## config.mk

```make
export PLATFORM = sky130hd
export DESIGN_NAME = lut_cell
export DESIGN_NICKNAME = d
export VERILOG_FILES = /design/src/rtl/lut_cell_pkg.sv /design/src/rtl/lut_fn.sv /design/src/rtl/carry_sel.sv /design/src/rtl/cell_reg.sv /design/src/rtl/lut_cell.sv
export SDC_FILE = /design/constraint.sdc
export NUM_CORES = 1
export LEC_CHECK = 0
export BUFFER_PORTS_ARGS = -buffer_cell sky130_fd_sc_hd__buf_2
export CAP_MARGIN = 0
export CORE_MARGIN = 2
export CORE_UTILIZATION = 25
export DETAILED_ROUTE_END_ITERATION = 16
export MAX_ROUTING_LAYER = met4
export SYNTH_ARGS = -nofsm -noshare
export SYNTH_HDL_FRONTEND = slang
export SYNTH_SLANG_ARGS = --single-unit
```

## constraint.sdc

```tcl
create_clock -name clk_i -period 1.7 [get_ports clk_i]
set_input_delay 0.17 -clock clk_i [delete_from_list [all_inputs] [get_ports clk_i]]
set_output_delay 0.17 -clock clk_i [all_outputs]
set_load 0.01 [all_outputs]
```

## src/rtl/lut_cell_pkg.sv

```systemverilog
package lut_cell_pkg;
  typedef enum logic [1:0] {
    REG_D_COMB  = 2'd0,
    REG_D_PACK  = 2'd1,
    REG_D_CHAIN = 2'd2,
    REG_D_HOLD  = 2'd3
  } reg_src_e;
endpackage

```

## src/rtl/lut_fn.sv

```systemverilog
module lut_fn #(
  parameter int unsigned K = 4,
  localparam int unsigned W = 1 << K
) (
  input  logic [W-1:0] cfg_i,
  input  logic [K-1:0] idx_i,
  output logic         f_o
);
  // mux tree, one level per index bit
  logic [W-1:0] lvl [K+1];
  assign lvl[0] = cfg_i;
  for (genvar s = 0; s < K; s++) begin : g_lvl
    localparam int unsigned N = W >> (s + 1);
    for (genvar j = 0; j < W; j++) begin : g_node
      if (j < N) begin : g_m
        assign lvl[s+1][j] = idx_i[s] ? lvl[s][2*j+1] : lvl[s][2*j];
      end else begin : g_z
        assign lvl[s+1][j] = 1'b0;
      end
    end
  end
  assign f_o = lvl[K][0];
endmodule

```

## src/rtl/carry_sel.sv

```systemverilog
module carry_sel (
  input  logic a_i,
  input  logic b_i,
  input  logic sub_i,
  input  logic cin0_i,
  input  logic cin1_i,
  input  logic cin_sel_i,
  output logic sum_o,
  output logic cout0_o,
  output logic cout1_o
);
  logic b_eff, prop, gen, c_sel;
  assign b_eff   = b_i ^ sub_i;
  assign prop    = a_i ^ b_eff;
  assign gen     = a_i & b_eff;
  // both rails computed; cluster select picks sum carry only
  assign cout0_o = gen | (prop & cin0_i);
  assign cout1_o = gen | (prop & cin1_i);
  assign c_sel   = cin_sel_i ? cin1_i : cin0_i;
  assign sum_o   = prop ^ c_sel;
endmodule

```

## src/rtl/cell_reg.sv

```systemverilog
module cell_reg
  import lut_cell_pkg::*;
(
  input  logic     clk_i,
  input  logic     rst_ni,
  input  reg_src_e src_i,
  input  logic     comb_i,
  input  logic     pack_i,
  input  logic     chain_i,
  output logic     q_o
);
  logic d;
  always_comb begin
    unique case (src_i)
      REG_D_COMB:  d = comb_i;
      REG_D_PACK:  d = pack_i;
      REG_D_CHAIN: d = chain_i;
      default:     d = q_o;
    endcase
  end
  always_ff @(posedge clk_i or negedge rst_ni) begin
    if (!rst_ni) q_o <= 1'b0;
    else         q_o <= d;
  end
endmodule

```

## src/rtl/lut_cell.sv

```systemverilog
module lut_cell
  import lut_cell_pkg::*;
#(
  parameter int unsigned K         = 4,
  parameter int unsigned NUM_OUT   = 3,
  parameter int unsigned CHAIN_BIT = 2,
  localparam int unsigned LUT_W    = 1 << K
) (
  input  logic               clk_i,
  input  logic               rst_ni,
  input  logic [LUT_W-1:0]   cfg_lut_i,
  input  logic [K-1:0]       d_i,
  input  logic               use_chain_i,
  input  logic               lut_chain_i,
  input  logic               arith_en_i,
  input  logic               sub_i,
  input  logic               cin0_i,
  input  logic               cin1_i,
  input  logic               cin_sel_i,
  input  logic [1:0]         reg_src_i,
  input  logic               pack_d_i,
  input  logic               reg_chain_i,
  input  logic [NUM_OUT-1:0] out_sel_i,
  output logic [NUM_OUT-1:0] out_o,
  output logic               lut_chain_o,
  output logic               reg_chain_o,
  output logic               cout0_o,
  output logic               cout1_o
);
  logic [K-1:0] idx;
  logic         lut_f, sum, comb, q;

  always_comb begin
    idx = d_i;
    if (use_chain_i) idx[CHAIN_BIT] = lut_chain_i;
  end

  lut_fn #(.K(K)) u_lut (
    .cfg_i (cfg_lut_i),
    .idx_i (idx),
    .f_o   (lut_f)
  );

  carry_sel u_arith (
    .a_i       (d_i[0]),
    .b_i       (d_i[1]),
    .sub_i     (sub_i),
    .cin0_i    (cin0_i),
    .cin1_i    (cin1_i),
    .cin_sel_i (cin_sel_i),
    .sum_o     (sum),
    .cout0_o   (cout0_o),
    .cout1_o   (cout1_o)
  );

  assign comb = arith_en_i ? sum : lut_f;

  cell_reg u_reg (
    .clk_i   (clk_i),
    .rst_ni  (rst_ni),
    .src_i   (reg_src_e'(reg_src_i)),
    .comb_i  (comb),
    .pack_i  (pack_d_i),
    .chain_i (reg_chain_i),
    .q_o     (q)
  );

  for (genvar k = 0; k < NUM_OUT; k++) begin : g_out
    assign out_o[k] = out_sel_i[k] ? q : comb;
  end

  assign lut_chain_o = comb;
  assign reg_chain_o = q;
endmodule

```

# Yosys cells after proc, flatten, opt, wreduce, memory -nomap -nowiden
# Index checks and enable logic that the tools add are counted.
# classes
n_eq_ne	2
mux	22
n_bitwise	8
n_reduce_logical	2
# ops
cell	count
2-to-1 mux 1 bit	21
bitwise AND 1 bit	3
one-hot mux 1 bit (3 select lines)	1
nonzero test 3 bit	1
bitwise XOR 1 bit	3
== test 2 x 1 -> 1 bit, second input constant	1
== test 2 bit, second input constant	1
zero test 2 bit	1
OR 1 bit	2
# totals
ff_bits	1
out_inout_bits	7
word_cells	35

# Depth between registers and ports, before layout
# depth
ltp_word	6
ltp_mapped	6

# Cells and area by module
# Synthesis repeated with hierarchy kept, for this count alone.
# hier_totals
hier_cells	29
area_unflattened_um2	362.8
# by_module_without_submodules
module	instances	cells_per_inst	area_per_inst_um2	seq_area_each_um2
lut_fn	1	7	135.1	0.0
cell_reg	1	11	112.6	25.0
lut_cell	1	5	60.1	0.0
carry_sel	1	6	55.1	0.0

# Worst setup path before layout
# OpenSTA, ideal clock, no wires.
# synth_timing
path_kind	in2out
start	input d_i[1]
end	output out_o[0]
arrival_ns	1.404
t_required_ns	1.530
slack_ns	0.126
stages	6
n_path_buf	1
path_cell_list	buf_4 -> xor2_1 -> ha_1 -> xnor2_1 -> a32oi_4 -> a31oi_1
# synth_via
elab_chain_len	5
elab_cells_between_ends	12
classes_between	9 x mux; 3 x bitwise
# synth_lines
element	line	source
start, declared	lut_cell.sv:12	input logic [K-1:0] d_i,
2-to-1 mux 1 bit or bitwise XOR 1 bit (tied branches)	lut_fn.sv:16, carry_sel.sv:13	
2-to-1 mux 1 bit or bitwise XOR 1 bit (tied branches)	lut_fn.sv:16, carry_sel.sv:14	
2-to-1 mux 1 bit or bitwise XOR 1 bit (tied branches)	lut_fn.sv:16, carry_sel.sv:20	
2-to-1 mux 1 bit *	lut_cell.sv:56	assign comb = arith_en_i ? sum : lut_f;
2-to-1 mux 1 bit *	lut_cell.sv:69	assign out_o[k] = out_sel_i[k] ? q : comb;
end, declared	lut_cell.sv:24	output logic [NUM_OUT-1:0] out_o,
# Mark *: on every way between the ends. The rest lies on a longest branch, timed or not.

# Worst setup path after layout
# layout_timing
start	input d_i[0]
end	output out_o[2]
# layout_via
elab_chain_len	6
elab_cells_between_ends	19
classes_between	17 x mux; 2 x bitwise
# layout_lines
element	line	source
2-to-1 mux 1 bit (4 in a row)	lut_fn.sv:16	assign lvl[s+1][j] = idx_i[s] ? lvl[s][2*j+1] : lvl[s][2*j];
2-to-1 mux 1 bit *	lut_cell.sv:56	
2-to-1 mux 1 bit *	lut_cell.sv:69	
# Marked as above.

==> summary.txt <==
Placed design
  • # port buffers: between 40 and 50
  • Placed cell area: ~670 um2
  • GP Congestion: between 0.7 and 0.8
  • DP HPWL: ~1000 um

Synthesis
  • Netlist cell types: 26
  • Commonest cells post-synth: inv_1 (7), mux2i_1 (6), ha_1 (4), nand2_1 (4), nor2_1 (4)
  • Synth Net Count: 90
  • Cell taking the most area after synthesis: mux2i_1
  • Synth top area cells: mux2i_1 (14%), ha_1 (12%), a32oi_4 (6.5%), inv_1 (6.2%), dfrtp_1 (5.9%)
  • Post-Syn Instances: 50
  • Synth warn: 0
  • Async set or reset register ratio after synthesis: 1.00
  • Synthesized area per cell: 8.51 um2
  • Sequential share of the synthesized area: 0.0588
  • Cell with the most instances after synthesis: inv_1
  • Number of synthesized flops with an enable pin: 0
  • Yosys reg bits: 1
  • Most used flip-flop cell after synthesis: dfrtp_1
  • Cell area after technology mapping: approximately 430 um2
  • Post-synth top area share: 0.141

STA
  • Final period util: 0.969
  • Setup violations, final: 0
  • Max Slew Vio Count: 0
  • Setup TNS: 0 ps
  • Clock skew: 0 ps
  • Final hold violation count: 0
  • Achievable Freq: ~610 MHz
  • Worst slew pin tran: 230 ps
  • Worst Hold Slack: 513 ps
  • Worst slew margin: 0.843
  • Unrepaired setup endpoints after global routing: no
  • Fin crit period: 1650 ps

Setup path
  • Worst endpoint data arrival time: 1480 ps
  • CP required: 1530 ps
  • Critical path class: in2out
  • Crit. Startpoint: d_i[0]
  • Worst Setup End Kind: primary output
  • Worst r2r src: u_reg.q_o
  • Crit Path Max Fanout: 5
  • Critical Path Start Type: input pin

Detailed routing
  • Vias/cell: 4.66
  • Drt drc: 0
  • Antenna viol nets, final: 0
  • 1st-pass router iterations: 4
  • Total Wirelength: 1.09 mm
  • Routed wire length per instance: 9.68 um
  • Via count: approximately 530
  • Iter 0 DRT Violations: 10

Power and ir drop
  • Switch share: 0.402
  • Reg power frac: 0.136
  • Clock power share: 0
  • Switching power: slightly above 0.1 mW
  • Power Density: 358 nW/um2
  • Worst vdd ir: about 170 uV
  • Combinational share of power: 0.864
  • P_int: 0.152 mW
  • P_leak: 0.411 nW

Worst hold path
  • Hold Crit Class: in2async

Global routing
  • Initial antenna violation count: 0
  • All-Layer GR Usage: 0.114
  • Largest net degree at the start of global routing: 8
  • Final global-route overflow total: 0
  • Vias in the first global route: 473
  • First-pass GRT wire length: 1.80 mm

Run
  • Max-cap check violation count: 0

Final layout
  • Ant diodes: 0
  • # fillers: 162
  • Largest register by flop count: u_reg.q_o
  • Share of layout cells above drive strength 1: 0.567
  • Largest register FFs: 1
  • Area Growth Syn to Fin: 66.8%
  • Reg area: 25.0 um2
  • Design Area, Final: 709 um2
  • Final nets: 139
  • Largest regs: u_reg.q_o (1)
  • Multi-input logic area: 363 um2

Floorplan
  • Initial Util: 0.273
  • Die Y: 45.3 um
  • Die Area: 2050 um2
  • CORE AREA: 1560 um2
  • Die width: 45.3 um
  • Row cnt: 14
  • I/O Pins: 43

Outcome
  • Status: complete, no violations

Clocking
  • Clock slew at reported path FFs: 0 ps
  • Clk Latency, worst-skew pair: 0 ps
[final timing paths]
kind / end / cells past startpoint / slack [ps]
setup / recovery: out_o[2] / 6 / 50
hold / removal: u_reg.q_o / 2 / 510
setup reg to reg: u_reg.q_o / 2 / 890
hold reg to reg: u_reg.q_o / 2 / 700
max in group asynchronous: u_reg.q_o / 2 / 1100
min in group clk_i: u_reg.q_o / 3 / 570
[cell type report]
type | instances | share of cell area
multi-input combinational | 40 | 0.511
timing repair buffer | 49 | 0.388
inverter | 7 | 0.0370
sequential | 1 | 0.0353
tap | 16 | 0.0282
[metrics by stage]
| stage | instances | worst slack, ps | utilization | total power, mW |
|---|---|---|---|---|
| 2_1_floorplan | 50 | 126 | - | 0.153 |
| 3_3_place_gp | 110 | 33.4 | 0.428 | 0.241 |
| 3_5_place_dp | 110 | -17.1 | 0.428 | 0.243 |
| 4_1_cts | 112 | -13.4 | 0.445 | 0.249 |
| 5_1_grt | 113 | 13.2 | 0.455 | 0.276 |
| 6_report | 113 | 53.2 | 0.455 | 0.254 |
[power by group through the flow]
stage                     logic [mW]  registers, mW  clock network (mW)
final                          0.219         0.0346                   0
after global routing           0.241         0.0350                   0
after CTS                      0.215         0.0345                   0
after detailed placement       0.209         0.0344                   0
after global placement         0.207         0.0340                   0
after floorplan                0.117         0.0357                   0
[critical path, stage by stage]
cell	delay, ps
buf_8	80
mux4_2	480
or2_4	270
a32oi_4	220
a31oi_1	110
buf_2	150
[kinds of logic after synthesis]
kind of cell             synth area share
AND/OR/NAND/NOR                     0.153
AO/OA/AOI/OAI                       0.276
buffers and inverters               0.106
multiplexers                        0.247
adder cells (fa/ha/maj)             0.118
XOR/XNOR                           0.0412
flip-flops                         0.0588
[cells in the final DEF (no fill, tap or decap)]
cell	instances
nand3b_1	1
inv_1	7
buf_4	6
a32oi_4	1
a22oi_1	1
a21o_1	2
or2_4	1
dlygate4sd3_1	1
and2b_1	1
nand2_1	4
a41oi_2	1
dfrtp_1	1
a221oi_1	1
nor2_1	4
o21ai_0	1
o211a_1	1
nor2b_1	1
buf_8	1
nand3_1	1
a311oi_1	1
xnor2_2	1
ha_1	4
mux2_2	2
xor2_1	1
mux2i_1	6
buf_2	41
mux4_2	1
a31oi_1	3
[per-layer routing]
metal  vias up  share of wire  global-route usage
met5         -              0                   -
met4         0              0                   0
met3         0          0.094             0.00400
met2        28           0.47               0.211
met1       221           0.44               0.144
li1        278              -                   -
[timing repair]
action                                  in CTS  in global routing
hold endpoints to repair                     1                  0
cloned                                       0                  0
pin swaps                                    4                  2
endpoints found under the setup margin       3                  4
hold buffers                                 1                  0
buffers inserted                             1                  1
resized for setup                            3                  1
No activity file was read; power rests on OpenSTA's default activity.
